### src/rtl/qseq_pkg.sv
// Package: shared types for the four-phase cycle sequencer.
// Assumes: nothing beyond IEEE 1800-2017.
package qseq_pkg;

    // Ring status shared by the run and no-operation controllers.
    typedef struct packed {
        logic run;   // phase generation active
        logic last;  // current clock is the final phase of a running cycle
    } ring_status_t;

endpackage

### src/rtl/qseq_ring.sv
// Module: phase ring. Counts oscillator clocks inside one instruction cycle
// and decodes one strobe per phase.
// Assumes: run only falls on the clock after the final phase (or by reset),
// and the count parks at the first phase while run is low.
module qseq_ring #(
    parameter int unsigned PHASES = 4
) (
    input  logic              clk,
    input  logic              rst_n,
    input  logic              run,
    output logic [PHASES-1:0] strobe_o,
    output logic              last_o
);
    localparam int unsigned IDX_W = (PHASES > 1) ? $clog2(PHASES) : 1;
    localparam logic [IDX_W-1:0] LAST_IDX = IDX_W'(PHASES - 1);

    logic [IDX_W-1:0] idx_q;

    // Advance the phase index while running, park it at the first phase otherwise.
    always_ff @(posedge clk) begin
        if (!rst_n)                idx_q <= '0;
        else if (!run)             idx_q <= '0;
        else if (idx_q == LAST_IDX) idx_q <= '0;
        else                       idx_q <= idx_q + 1'b1;
    end

    // Decode one strobe per phase.
    for (genvar g = 0; g < PHASES; g++) begin : g_strobe
        assign strobe_o[g] = run && (idx_q == IDX_W'(g));
    end

    assign last_o = run && (idx_q == LAST_IDX);

    // at most one strobe active at any time
    p_onehot_r2: assert property (@(posedge clk) disable iff (!rst_n)
        $onehot0(strobe_o));

    // inside a cycle, the strobe moves up by exactly one phase
    p_step_r2: assert property (@(posedge clk) disable iff (!rst_n)
        (run && !last_o) |=> (strobe_o == ($past(strobe_o) << 1)));
endmodule

### src/rtl/qseq_run_ctrl.sv
// Module: run controller. Holds the running flag, latches a sleep request
// until the cycle boundary and restarts on wake.
// Assumes: status.last is only high while status.run is high.
module qseq_run_ctrl
    import qseq_pkg::*;
(
    input  logic         clk,
    input  logic         rst_n,
    input  logic         sleep_req,
    input  logic         wake_req,
    input  ring_status_t status,
    output logic         run_o
);
    logic sleep_pend_q;

    // Remember a sleep request made during a running cycle until its last phase.
    always_ff @(posedge clk) begin
        if (!rst_n)              sleep_pend_q <= 1'b0;
        else if (status.last)    sleep_pend_q <= 1'b0;
        else if (status.run && sleep_req) sleep_pend_q <= 1'b1;
    end

    // Stop at a boundary with sleep pending; restart on wake while stopped.
    always_ff @(posedge clk) begin
        if (!rst_n)                                   run_o <= 1'b1;
        else if (status.last && (sleep_pend_q || sleep_req)) run_o <= 1'b0;
        else if (!run_o && wake_req)                  run_o <= 1'b1;
    end

    // running never stops in the middle of a cycle
    p_hold_r7: assert property (@(posedge clk) disable iff (!rst_n)
        (run_o && !status.last) |=> run_o);

    // wake while stopped restarts at the next edge
    p_wake_r8: assert property (@(posedge clk) disable iff (!rst_n)
        (!run_o && wake_req) |=> run_o);
endmodule

### src/rtl/qseq_nop_ctrl.sv
// Module: forced no-operation controller. Collects flush requests over a
// running cycle and marks the following cycle as a dummy cycle.
// Assumes: status.last marks the final phase; requests while stopped are dropped.
module qseq_nop_ctrl
    import qseq_pkg::*;
(
    input  logic         clk,
    input  logic         rst_n,
    input  logic         flush_req,
    input  ring_status_t status,
    output logic         fnop_o
);
    logic flush_pend_q;

    // Collapse any number of flush requests in a cycle into one pending flag.
    always_ff @(posedge clk) begin
        if (!rst_n)                       flush_pend_q <= 1'b0;
        else if (status.last)             flush_pend_q <= 1'b0;
        else if (status.run && flush_req) flush_pend_q <= 1'b1;
    end

    // Decide the no-operation state of the next cycle at the boundary.
    always_ff @(posedge clk) begin
        if (!rst_n)           fnop_o <= 1'b1;
        else if (status.last) fnop_o <= flush_pend_q || flush_req;
    end

    // the flag is constant across the phases of one cycle
    p_fnop_stable_r4: assert property (@(posedge clk) disable iff (!rst_n)
        !status.last |=> $stable(fnop_o));

    // a flush on the boundary edge always yields a dummy cycle
    p_flush_edge_r4: assert property (@(posedge clk) disable iff (!rst_n)
        (status.last && flush_req) |=> fnop_o);
endmodule

### src/rtl/quad_phase_seq.sv
// Module: four-phase instruction cycle sequencer (top). Ties the phase ring,
// run controller and no-operation controller together and derives the
// cycle enable and the write strobe.
// Assumes: requests are synchronous to clk; reset is synchronous, active low.
module quad_phase_seq
    import qseq_pkg::*;
#(
    parameter int unsigned PHASES = 4
) (
    input  logic              clk,
    input  logic              rst_n,
    input  logic              sleep_req,
    input  logic              wake_req,
    input  logic              flush_req,
    output logic [PHASES-1:0] phase_o,
    output logic              cyc_en_o,
    output logic              fnop_o,
    output logic              wr_en_o
);
    logic         run;
    logic         last;
    ring_status_t status;

    assign status.run  = run;
    assign status.last = last;

    qseq_ring #(.PHASES(PHASES)) u_ring (
        .clk      (clk),
        .rst_n    (rst_n),
        .run      (run),
        .strobe_o (phase_o),
        .last_o   (last)
    );

    qseq_run_ctrl u_run (
        .clk       (clk),
        .rst_n     (rst_n),
        .sleep_req (sleep_req),
        .wake_req  (wake_req),
        .status    (status),
        .run_o     (run)
    );

    qseq_nop_ctrl u_nop (
        .clk       (clk),
        .rst_n     (rst_n),
        .flush_req (flush_req),
        .status    (status),
        .fnop_o    (fnop_o)
    );

    // Cycle enable during the final phase; write only in a real cycle.
    assign cyc_en_o = last;
    assign wr_en_o  = last && !fnop_o;

    // the cycle enable coincides with the final phase strobe
    p_cyc_last_r3: assert property (@(posedge clk) disable iff (!rst_n)
        cyc_en_o |-> phase_o[PHASES-1]);

    // no write in a forced no-operation cycle
    p_no_write_r5: assert property (@(posedge clk) disable iff (!rst_n)
        wr_en_o |-> (!fnop_o && phase_o[PHASES-1]));

    // nothing strobes while stopped
    p_quiet_r7: assert property (@(posedge clk) disable iff (!rst_n)
        !run |-> (phase_o == '0 && !cyc_en_o && !wr_en_o));

    // a restart begins at the first phase
    p_restart_r8: assert property (@(posedge clk) disable iff (!rst_n)
        (!run && wake_req) |=> phase_o[0]);
endmodule

### config.mk
export PLATFORM = sky130hd
export DESIGN_NAME = quad_phase_seq
export DESIGN_NICKNAME = d
export VERILOG_FILES = /design/src/rtl/qseq_pkg.sv /design/src/rtl/qseq_ring.sv /design/src/rtl/qseq_run_ctrl.sv /design/src/rtl/qseq_nop_ctrl.sv /design/src/rtl/quad_phase_seq.sv
export SDC_FILE = /design/constraint.sdc
export NUM_CORES = 1
export LEC_CHECK = 0
export BUFFER_PORTS_ARGS = -buffer_cell sky130_fd_sc_hd__buf_2
export CORE_AREA = 2 2 39 41
export DETAILED_ROUTE_END_ITERATION = 6
export DIE_AREA = 0 0 41 43
export PLACE_DENSITY = 0.56
export SLEW_MARGIN = 20
export SYNTH_ARGS = -nofsm -noshare
export SYNTH_HDL_FRONTEND = slang
export SYNTH_SLANG_ARGS = --single-unit
### constraint.sdc
create_clock -name clk -period 1.6 [get_ports clk]
set_input_delay 0.32 -clock clk [delete_from_list [all_inputs] [get_ports clk]]
set_output_delay 0.32 -clock clk [all_outputs]
set_load 0.01 [all_outputs]
# --- Word-level counts from Yosys, hierarchy flattened ---
# Index checks and enable logic that the tools add are counted.
totals:
  out_inout_bits: 7
  inputBits: 5
  ff_bits: 6
classes:
  muxes: 2
  n_reduce_logical: 17
  n_eq_ne: 3
  addsub: 1
  n_bitwise: 2
ops:
  columns: ["op", "n"]
  rows:
  - ["$logic_and 1x1->1", 9]
  - ["$eq 2x2->1 const B", 2]
  - ["$reduce_or 3->1", 1]
  - ["$add 2x1->2 const B", 1]
  - ["$eq 2x1->1 const B", 1]
  - ["$logic_not 1->1", 2]
  - ["$logic_not 2->1", 1]
  - ["$logic_or 1x1->1", 2]
  - ["$mux 1", 2]
  - ["$not 1->1", 2]
  - ["$reduce_bool 2->1", 1]
  - ["$reduce_or 2->1", 1]

# --- Depth between registers and ports, before layout ---
# Gate-level depths: netlist of run 1.
logic_depth:
  depth_word: 4
  depth_mapped: 3

# --- Modules after synthesis ---
# From an unflattened synthesis of run 1, not the netlist that was laid out.
hier_totals:
  cells_unflattened: 30
  hier_area_um2: 324.1
modules_own_cells:
  columns: ["mod", "n_inst", "cells_each", "area_each_um2"]
  rows:
  - ["qseq_ring", 1, 15, 158.9]
  - ["qseq_nop_ctrl", 1, 7, 78.8]
  - ["qseq_run_ctrl", 1, 7, 72.6]
  - ["quad_phase_seq", 1, 1, 13.8]

# --- Worst setup path after synthesis of run 1 ---
# No wires, ideal clock.
synth_path:
  path_kind: "reg2out"
  from: "reg u_ring.idx_q[0]"
  to: "out wr_en_o"
  required_time_ns: 1.280
  path_slack_ns: 0.290
  t_arrival_ns: 0.990
  stages_incl_launch_ff: 4
  path_buffers: 0
  path_cell_list: "dfxtp_1 > ha_1 > and2_2 > nor2b_1"
synth_via:
  elab_chain_len: 3
synth_lines:
  columns: ["element", "line", "text"]
  rows:
  - ["start, declared", "qseq_ring.sv:17", "logic [IDX_W-1:0] idx_q;"]
  - ["start signal, assigned", "qseq_ring.sv:24", "else idx_q <= idx_q + 1'b1;"]
  - ["$eq 2x2->1", "qseq_ring.sv:32", "assign last_o = run && (idx_q == LAST_IDX);"]
  - ["$logic_and 1x1->1", "qseq_ring.sv:32", null]
  - ["named net cyc_en_o", "quad_phase_seq.sv:16", "output logic cyc_en_o,"]
  - ["$logic_and 1x1->1", "quad_phase_seq.sv:54", "assign wr_en_o = last && !fnop_o;"]
  - ["end, declared", "quad_phase_seq.sv:18", "output logic wr_en_o"]
# The timed path passes the listed nets, and every way through them passes these cells.

# --- Worst setup path after layout of run 1 ---
layout_path:
  from: "reg u_ring.idx_q[0]"
  to: "out wr_en_o"
layout_via:
  elab_chain_len: 3
layout_lines:
  columns: ["element", "line"]
  rows:
  - ["$eq 2x2->1", "qseq_ring.sv:32"]
  - ["$logic_and 1x1->1", "qseq_ring.sv:32"]
  - ["$logic_and 1x1->1", "quad_phase_seq.sv:54"]
# Every way passes these cells.

==> results of run 1 <==
-- worst max-delay path, cell delays in order (launching register included) --
cell     delay, ns
dfxtp_2       0.34
ha_4          0.18
and2_2        0.19
nor2b_1       0.12
buf_2         0.13
-- sequential cells by signal (all words and copies together) (netlist names) --
register            count
u_nop.flush_pend_q      1
u_nop.fnop_o            1
u_ring.idx_q            2
u_run.run_o             1
u_run.sleep_pend_q      1
-- metal layers --
| layer | GRT usage, % | wire [um] |
|---|---|---|
| met5 | 0 | 0 |
| met4 | 8.00 | 0 |
| met3 | 3.14 | 31 |
| met2 | 11.9 | 300 |
| met1 | 8.77 | 252 |
-- stage by stage --
stage	util, %	setup slack (ns)
final	30.8	0.0760
after global placement	28.1	0.209
after CTS	30.7	0.0217
after detailed placement	28.1	0.210
after global routing	30.8	0.00456
after floorplan	-	0.290
-- report_power, final --
group          switching (mW)  total [mW]  internal [mW]
Clock                  0.0562       0.141         0.0850
Sequential             0.0157       0.184          0.168
Combinational          0.0442      0.0996         0.0554
Total                   0.116       0.425          0.308
-- layout make-up --
| type | instances | area share [%] |
|---|---|---|
| multi-input cells | 22 | 44.9 |
| flip-flops and latches | 6 | 28.7 |
| repair buffers | 12 | 14.7 |
| clock buffers | 3 | 5.28 |
| well taps | 16 | 4.69 |
| inverters | 2 | 1.76 |
-- worst min-delay path by stage --
stage / slack [ns] / end / cells after the start
finish: 0.30 / u_run.run_o / 2
floorplan: 0.40 / u_run.run_o / 1
global placement: 0.45 / u_nop.flush_pend_q / 2
CTS: 0.29 / u_run.run_o / 2
detailed placement: 0.47 / u_run.sleep_pend_q / 2
global route: 0.29 / u_run.run_o / 2
-- cells by family (layout without fill, tap and decap cells) --
kind of cell               after synthesis  count (layout)
and+or+nand+nor                         11              11
adders and majority gates                4               4
buffers and inverters                    4              17
DFF                                      6               6
AOI/OAI and AO/OA                        7               7
-- placed cells by master (no fill, tap or decap) --
cell type / instances
and4bb_2: 2
dfxtp_1: 4
o211a_1: 1
buf_2: 11
a21oi_1: 3
buf_4: 1
nor2_1: 3
and2_2: 4
ha_4: 1
dfxtp_2: 2
nor2b_1: 1
ha_1: 3
o21ai_0: 1
clkbuf_4: 3
a21bo_1: 1
inv_1: 2
o21ai_1: 1
and4b_2: 1
==> results by group, run 1 <==
Status
  • Status: complete, no violations

Critical path
  • Worst Path Required: roughly 1.3 ns
  • Setup crit start kind: register
  • Crit Path Class: register to primary output
  • Crit path capture type: primary output
  • CP Capture Point: wr_en_o
  • Worst R2R Setup Slack: 0.56 ns
  • R2r startpoint: u_ring.idx_q[0]
  • Worst EP arrival: 1.20 ns
  • CP startpoint: u_ring.idx_q[0]
  • R2R Path End: u_ring.idx_q[1]
  • Worst-case reg-to-reg path depth: 3
  • Worst Path Max Fanout: 7

Clocking
  • Post-CTS sizing: 2
  • CTS root buf: clkbuf_4
  • Worst-path clk slew: 0.04 ns
  • Clock Path Buffers: 2
  • TritonCTS clock tree: built
  • Postcts setup bufs: 0
  • Number of hold buffers added after cts: 0
  • Clock Sink Count: 6
  • Skew-Pair Late Insertion Delay: 0.24 ns
  • H-tree depth: 1
  • Inserted Clock Buffers: 3

Cells and area
  • Multi-input logic area: 191 um2
  • Share of cells above drive strength 1: 55.6%
  • Non-Filler Instances: 61
  • Post-route cell area: roughly 430 um2
  • Nets@finish: 56
  • Antenna fix cells: 0
  • Filler instances: 152
  • FF+latch area: 123 um2
  • Area grow syn2layout: 31.2%

Logic synthesis
  • Yosys warnings: 0
  • FFs w/ async S/R, synth: 0%
  • Yosys reg bits: 6
  • Top-count cell post-synth: dfxtp_1
  • Synth Area per Inst: 10.2 um2
  • Adder-cell share of the synthesized area: 15.4%
  • Synthesized instance count: 32
  • Number of synthesized flops with an enable pin: 0
  • Area of the mapped netlist: 325 um2
  • Synth area leader: dfxtp_1
  • Post-synth top area share: between 30% and 40%
  • Main combinational cell family by area after synthesis: simple AND/OR/NAND/NOR gates
  • Mux cell area share after synthesis: 0%
  • Xor/xnor share of the synthesized area: 0%
  • Syn_nets: 41
  • Synth Area in Simple Gates: 25.8%
  • Sequential element share of the synthesized area: between 30 and 40%
  • Most common library cells after synthesis: 6 x dfxtp_1, 4 x and2_2, 4 x ha_1
  • Synth cell types: 15
  • Compound-Gate Fraction of Synth Area: 13.8%
  • Synth area leaders: dfxtp_1 37%, ha_1 15%, and2_2 9.2%
  • Most used DFF post-synth: dfxtp_1

Timing
  • Tcrit/Tclk final: a little over nine tenths
  • Minimum clock period: around 1.5 ns
  • Unrepaired setup endpoints after global routing: false
  • Hold_ws: 0.302 ns
  • Fin. Hold Viols: 0
  • Final setup vio count: 0
  • Worst Skew: between 0.003 and 0.004 ns
  • Slew HR: 87.9%
  • Worst Max-Slew Pin Slew: 0.181 ns
  • Final max-slew violation count: 0
  • FMAX: 0.656 GHz
  • Setup TNS: 0 ns

Floorplan
  • Boundary Pins: 12
  • Row count: 14
  • Die X: 41 um
  • Core ar.: 1380 um2
  • Initial core utilization: 23.5%
  • Die Footprint: 1760 um2
  • Die Span Y: about 43 um

Placement
  • Buffers on Ports: 11
  • GPL Wtd Cong: 0.639
  • Placed cells: 58
  • Hpwl dp: 433 um
  • Post-place instance area: 389 um2

Flow run
  • Max-cap violations: 0

Global route
  • First-pass GRT wire length: 931 um
  • All-Layer GR Usage: 8.36%
  • Initial antenna violation count: 0
  • Vias in the first global route: 243
  • Grt ovf: 0
  • Largest net degree at the start of global routing: 8

Pwr
  • Overall power: 425 uW
  • P_leak: 0.210 nW
  • VDD IR max: 0.308 mV
  • PD cells: 995 nW/um2

Route
  • Starting DRT DRC Count: 0
  • Vias: 266
  • Wirelength, routed: 584 um
  • DRC errors left: 0
  • Via/cell ratio: 4.36
  • ANT nets after route: 0
  • DR pass1 iterations: 1
  • Routed len/inst: ~9.6 um

Min path
  • Worst min path class: input pin to register
  • Hold path startpoint: rst_n
Note: power is estimated with default switching activity, not from simulation.
==> run 2: changes to the inputs <==
--- a/config.mk
+++ b/config.mk
@@ -10,7 +10,9 @@
 export DETAILED_ROUTE_END_ITERATION = 6
 export DIE_AREA = 0 0 41 43
 export PLACE_DENSITY = 0.56
+export SKIP_LAST_GASP = 1
 export SLEW_MARGIN = 20
 export SYNTH_ARGS = -nofsm -noshare
 export SYNTH_HDL_FRONTEND = slang
+export SYNTH_HIERARCHICAL = 1
 export SYNTH_SLANG_ARGS = --single-unit
==> run 2 against run 1 <==
  * Hold slack got worse by 0.0015 ns
  * Sequential power hardly changed
  * Final area increased by 5.6%
  * Global-route usage is 0.12 points lower
  * Critical path type unchanged
  * Largest power group unchanged
==> results by group, run 2 <==
Route
  • Routed len/inst: 9.94 um
  • Via/cell ratio: 4.13
  • DR WL met3: ~48 um
  • DRC errors left: 0
  • ANT nets after route: 0
  • Met1 WL: 267 um
  • Vias: 260
  • DR WL met2: 310 um
  • Starting DRT DRC Count: 3
  • DR pass1 iterations: 3
  • Wirelength, routed: 626 um
  • Top routing layer used: met3

Logic synthesis
  • Syn_nets: 39
  • FFs w/ async S/R, synth: 0%
  • Most used DFF post-synth: dfxtp_1
  • Top-count cell post-synth: dfxtp_1
  • Yosys warnings: 6
  • Yosys reg bits: 6
  • Most common library cells after synthesis: 6 x dfxtp_1, 4 x and2_2, 4 x ha_1
  • Synth cell types: 15
  • Synthesized instance count: 30
  • Number of synthesized flops with an enable pin: 0
  • Synth Area per Inst: 10.8 um2
  • Sequential element share of the synthesized area: 37.1%
  • Area of the mapped netlist: 324 um2
  • Synth area leaders: dfxtp_1 37%, ha_1 15%, and2_2 9.3%
  • Post-synth top area share: 37.1%
  • Synth area leader: dfxtp_1

Clocking
  • TritonCTS clock tree: built
  • Number of hold buffers added after cts: 0
  • Skew-Pair Late Insertion Delay: 0.24 ns
  • CTS root buf: clkbuf_4
  • H-tree depth: 1
  • Clock Path Buffers: 2
  • Inserted Clock Buffers: 3
  • Worst-path clk slew: 0.04 ns
  • Clock Sink Count: 6

Critical path
  • Worst EP arrival: 1.19 ns
  • Worst path depth: 4
  • Worst Path Required: about 1.3 ns
  • Critical Path Max Stage Delay: 0.36 ns
  • Cell family with most CP delay: flip-flops
  • Worst Path Max Fanout: 4
  • Critical path's slowest cell: dfxtp_2
  • Crit Path Class: register to primary output
  • Worst-case reg-to-reg path depth: 5
  • Worst R2R Setup Slack: 0.47 ns
  • Crit path capture type: primary output
  • R2R Path End: u_nop/fnop_o
  • R2r startpoint: u_ring/idx_q[0]
  • Buf+Inv Stages, Crit Path: 1
  • Setup crit start kind: register
  • Worst path cell trace: ha_2 > and2_4 > nor2b_4 > buf_2

Placement
  • Buffers on Ports: 11
  • Hpwl dp: around 440 um
  • Worst-case setup slack after placement: roughly 0.23 ns
  • GPL Wtd Cong: 0.641

Timing
  • Minimum clock period: roughly 1.5 ns
  • Tcrit/Tclk final: 94.5%
  • Unrepaired setup endpoints after global routing: false
  • Worst Slack Setup Final: ~0.087 ns
  • Worst Max-Slew Pin Slew: 0.159 ns
  • Final setup vio count: 0
  • Final max-slew violation count: 0
  • Slew HR: 89.4%
  • Worst Skew: between 0.002 and 0.003 ns
  • FMAX: 0.661 GHz
  • Fin. Hold Viols: 0
  • Setup TNS: 0 ns

Cells and area
  • Most common cell after layout, fill and taps aside: buf_2
  • Share of cells above drive strength 1: 66.0%
  • Nets@finish: 58
  • Area grow syn2layout: 39.0%
  • Top reg by flops: u_ring/idx_q
  • Layout Utilization: 32.5%
  • Number of flip-flops in the largest register: 2
  • Commonest cells after routing, fill and taps aside: 11 x buf_2, 4 x buf_4, 4 x dfxtp_1
  • Antenna fix cells: 0

Floorplan
  • Die Footprint: between 1500 and 2000 um2
  • Die X: 41 um
  • Core ar.: 1380 um2
  • Die Span Y: 43 um
  • Row count: 14
  • Initial core utilization: 23.4%
  • Boundary Pins: 12

Pwr
  • Reg power frac: 42.3%
  • VDD IR max: 0.358 mV
  • Switch Pwr: 112 uW
  • Sw Ratio: 26.1%
  • Clk pwr share: 31.2%
  • Internal Power: around 320 uW
  • Overall power: 428 uW
  • PD cells: 951 nW/um2
  • Combinational power share: 26.5%
  • P_leak: 0.211 nW

Global route
  • All-Layer GR Usage: under 10%
  • First-pass GRT wire length: a little over 900 um
  • Vias in the first global route: approximately 260
  • Initial antenna violation count: 0
  • Largest net degree at the start of global routing: 9
  • Grt ovf: 0

Min path
  • Hold path startpoint: rst_n
  • WHS Path Cells: 2
  • Worst min path class: input pin to register
  • Hold Path Sink: u_run/run_o

Status
  • Status: complete, no violations

Flow run
  • Max-cap violations: 0
## run 2: how the worst max path moves through the flow
stage          endpoint       startpoint
4_1_cts         wr_en_o  u_ring/idx_q[0]
6_report        wr_en_o  u_ring/idx_q[0]
3_3_place_gp    wr_en_o  u_ring/idx_q[0]
3_5_place_dp    wr_en_o  u_ring/idx_q[0]
5_1_grt         wr_en_o  u_ring/idx_q[0]
2_1_floorplan   wr_en_o  u_ring/idx_q[0]
## run 2: cell type report
class | count | area (um2)
Multi-Input combinational cell | 21 | 193
Timing Repair Buffer | 15 | 85.1
Sequential cell | 6 | 123
Clock buffer | 3 | 22.5
Fill cell | 157 | 933
Tap cell | 16 | 20.0
Inverter | 2 | 7.51
## run 2: repair_timing
item	CTS	global route
setup endpoints to repair	1	1
resized for setup	1	3
gates cloned	0	0
buffers inserted	0	3
pin swaps	0	1
## run 2: cell families (layout without fill, tap and decap cells)
| family | count (synthesis) | count (layout) | synth area share [%] |
|---|---|---|---|
| buffers and inverters | 3 | 20 | 4.63 |
| AOI/OAI and AO/OA | 5 | 5 | 9.65 |
| and+or+nand+nor | 12 | 12 | 33.2 |
| adders and majority gates | 4 | 4 | 15.4 |
| DFF | 6 | 6 | 37.1 |
## run 2: through the flow
step / std cells / hold slack (ns) / instance area, um2
2_1_floorplan: 30 / 0.379 / 324
3_3_place_gp: 57 / 0.493 / 399
3_5_place_dp: 57 / 0.508 / 399
4_1_cts: 60 / 0.296 / 423
5_1_grt: 63 / 0.307 / 450
6_report: 63 / 0.301 / 450
## run 2: routing by layer
layer | vias up | GRT usage (%)
met5 | - | 0
met4 | 0 | 8.00
met3 | 0 | 3.14
met2 | 8 | 11.6
met1 | 115 | 8.71
li1 | 137 | -
## run 2: power groups by stage
stage	Sequential [mW]	Clock, mW	Combinational (mW)
global placement	0.180	0	0.0977
global route	0.183	0.150	0.127
CTS	0.178	0.142	0.105
finish	0.181	0.134	0.113
detailed placement	0.181	0	0.103
floorplan	0.180	0	0.0666
## run 2: worst reg2reg max path: stages (launching register included)
cell and delay (ns):
dfxtp_2 0.36, ha_2 0.20, and2_4 0.16, buf_4 0.11, nor3b_2 0.14, o21ai_1 0.06
==> run 3: changes to the inputs <==
--- a/config.mk
+++ b/config.mk
@@ -6,10 +6,13 @@
 export NUM_CORES = 1
 export LEC_CHECK = 0
 export BUFFER_PORTS_ARGS = -buffer_cell sky130_fd_sc_hd__buf_2
+export CELL_PAD_IN_SITES_DETAIL_PLACEMENT = 1
+export CELL_PAD_IN_SITES_GLOBAL_PLACEMENT = 1
 export CORE_AREA = 2 2 39 41
 export DETAILED_ROUTE_END_ITERATION = 6
 export DIE_AREA = 0 0 41 43
-export PLACE_DENSITY = 0.56
+export PLACE_DENSITY = 0.67
+export REMOVE_ABC_BUFFERS = 1
 export SKIP_LAST_GASP = 1
 export SLEW_MARGIN = 20
 export SYNTH_ARGS = -nofsm -noshare
==> run 3 against run 2 <==
  * Critical path depth is the same
  * Worst setup slack worse by 0.016 ns
  * Critical path type unchanged
  * Via count grew 7.3%
==> results by group, run 3 (synthesis gave the netlist of run 2 again) <==
Timing
  • Unrepaired setup endpoints after global routing: false
  • Worst Max-Slew Pin Slew: 0.174 ns
  • Hold_ws: 0.306 ns
  • FMAX: 0.654 GHz
  • Setup TNS: 0 ns
  • Final setup vio count: 0
  • Minimum clock period: 1.53 ns
  • Tcrit/Tclk final: 95.6%
  • Worst Skew: 0.00446 ns
  • Final max-slew violation count: 0
  • Slew HR: 88.4%
  • Fin. Hold Viols: 0

Cells and area
  • Number of flip-flops in the largest register: 2
  • Non-Filler Instances: 62
  • Share of cells above drive strength 1: 65.2%
  • Area grow syn2layout: 36.7%
  • Top reg by flops: u_ring/idx_q
  • Most common cell after layout, fill and taps aside: buf_2
  • Post-route cell area: 443 um2
  • Nets@finish: 57
  • FF+latch area: 123 um2
  • Antenna fix cells: 0
  • Multi-input logic area: 193 um2
  • Commonest cells after routing, fill and taps aside: 11 x buf_2, 4 x dfxtp_1
  • Filler instances: around 180

Floorplan
  • Die X: 41 um
  • Boundary Pins: 12
  • Die Footprint: ~1800 um2
  • Die Span Y: 43 um
  • Core ar.: ~1400 um2
  • Row count: 14
  • Initial core utilization: 23.4%

Placement
  • Placed cells: 57
  • Post-place instance area: 399 um2
  • Buffers on Ports: 11
  • Hpwl dp: 515 um
  • GPL Wtd Cong: 0.590

Route
  • DRC errors left: 0
  • Via/cell ratio: 4.50
  • DR pass1 iterations: 2
  • Vias: around 280
  • Met1 WL: 305 um
  • Top routing layer used: met4
  • DR WL met3: 56 um
  • Starting DRT DRC Count: 1
  • Wirelength, routed: 773 um
  • ANT nets after route: 0
  • Routed len/inst: 12.5 um
  • DR WL met2: 394 um

Critical path
  • Worst-case reg-to-reg path depth: 5
  • R2r startpoint: u_ring/idx_q[0]
  • Setup crit start kind: register
  • Worst R2R Setup Slack: roughly 0.5 ns
  • Crit Path Class: register to primary output
  • Worst Path Required: about 1.3 ns
  • Worst Path Max Fanout: 7
  • CP Capture Point: wr_en_o
  • Crit path capture type: primary output
  • Worst EP arrival: 1.21 ns
  • CP startpoint: u_ring/idx_q[0]
  • R2R Path End: u_nop/fnop_o

Min path
  • Worst min path class: input pin to register

Clocking
  • Inserted Clock Buffers: 3
  • Skew-Pair Late Insertion Delay: 0.24 ns
  • H-tree depth: 1
  • TritonCTS clock tree: built
  • CTS root buf: clkbuf_4
  • Clock Path Buffers: 2
  • Number of hold buffers added after cts: 0
  • Clock Sink Count: 6
  • Worst-path clk slew: roughly 0.04 ns

Flow run
  • Max-cap violations: 0

Global route
  • Vias in the first global route: around 270
  • Initial antenna violation count: 0
  • Grt ovf: 0
  • Largest net degree at the start of global routing: 9
  • All-Layer GR Usage: 10.2%
  • First-pass GRT wire length: 1.15 mm

Pwr
  • Overall power: 432 uW
  • P_leak: 0.206 nW
  • PD cells: 975 nW/um2
  • VDD IR max: 0.449 mV

Status
  • Status: complete, no violations
run 3: cell count changes in the layout (fill, tap and decap cells not counted), sizes merged:
cell,previous run,this run
buf,15,14
run 3: power breakdown:
part	internal, mW	switching [mW]
registers	0.168	0.0132
logic	0.0607	0.0500
clock network	0.0849	0.0548
total	0.314	0.118
run 3: worst min path at each step:
stage | start | to | depth (start not counted)
floorplan | rst_n | u_run/run_o | 1
global placement | u_run/sleep_pend_q | u_run/sleep_pend_q | 2
detailed placement | u_nop/flush_pend_q | u_nop/fnop_o | 2
CTS | rst_n | u_run/run_o | 2
global route | rst_n | u_run/run_o | 2
finish | rst_n | u_run/run_o | 2
run 3: timing repair:
item | 4_1_cts | 5_1_grt
endpoints found under the setup margin | 1 | 1
resized for setup | 3 | 1
setup buffers | 0 | 2
run 3: routing by layer:
layer / up-vias / global-route usage (%)
met2: 14 / 14.4
li1: 135 / -
met3: 2 / 3.14
met1: 128 / 12.2
met4: 0 / 8.00
met5: - / 0
run 3: final cells by class:
cell class	count	share of cell area, %
multi-input combinational	21	43.5
sequential	6	27.7
tap	16	4.52
clock buffer	3	5.08
inverter	2	1.69
timing repair buffer	14	17.5
run 3: stage by stage:
stage / setup WS (ns) / utilization [%]
after global routing: 0.000996 / 32.0
after CTS: 0.0176 / 30.8
after floorplan: 0.328 / -
after detailed placement: 0.212 / 28.8
final: 0.0710 / 32.0
after global placement: 0.206 / 28.8
run 3: critical path, stage by stage (launching register included):
cell	delay (ns)
dfxtp_2	0.35
ha_2	0.19
and2_4	0.18
nor2b_4	0.13
buf_2	0.12
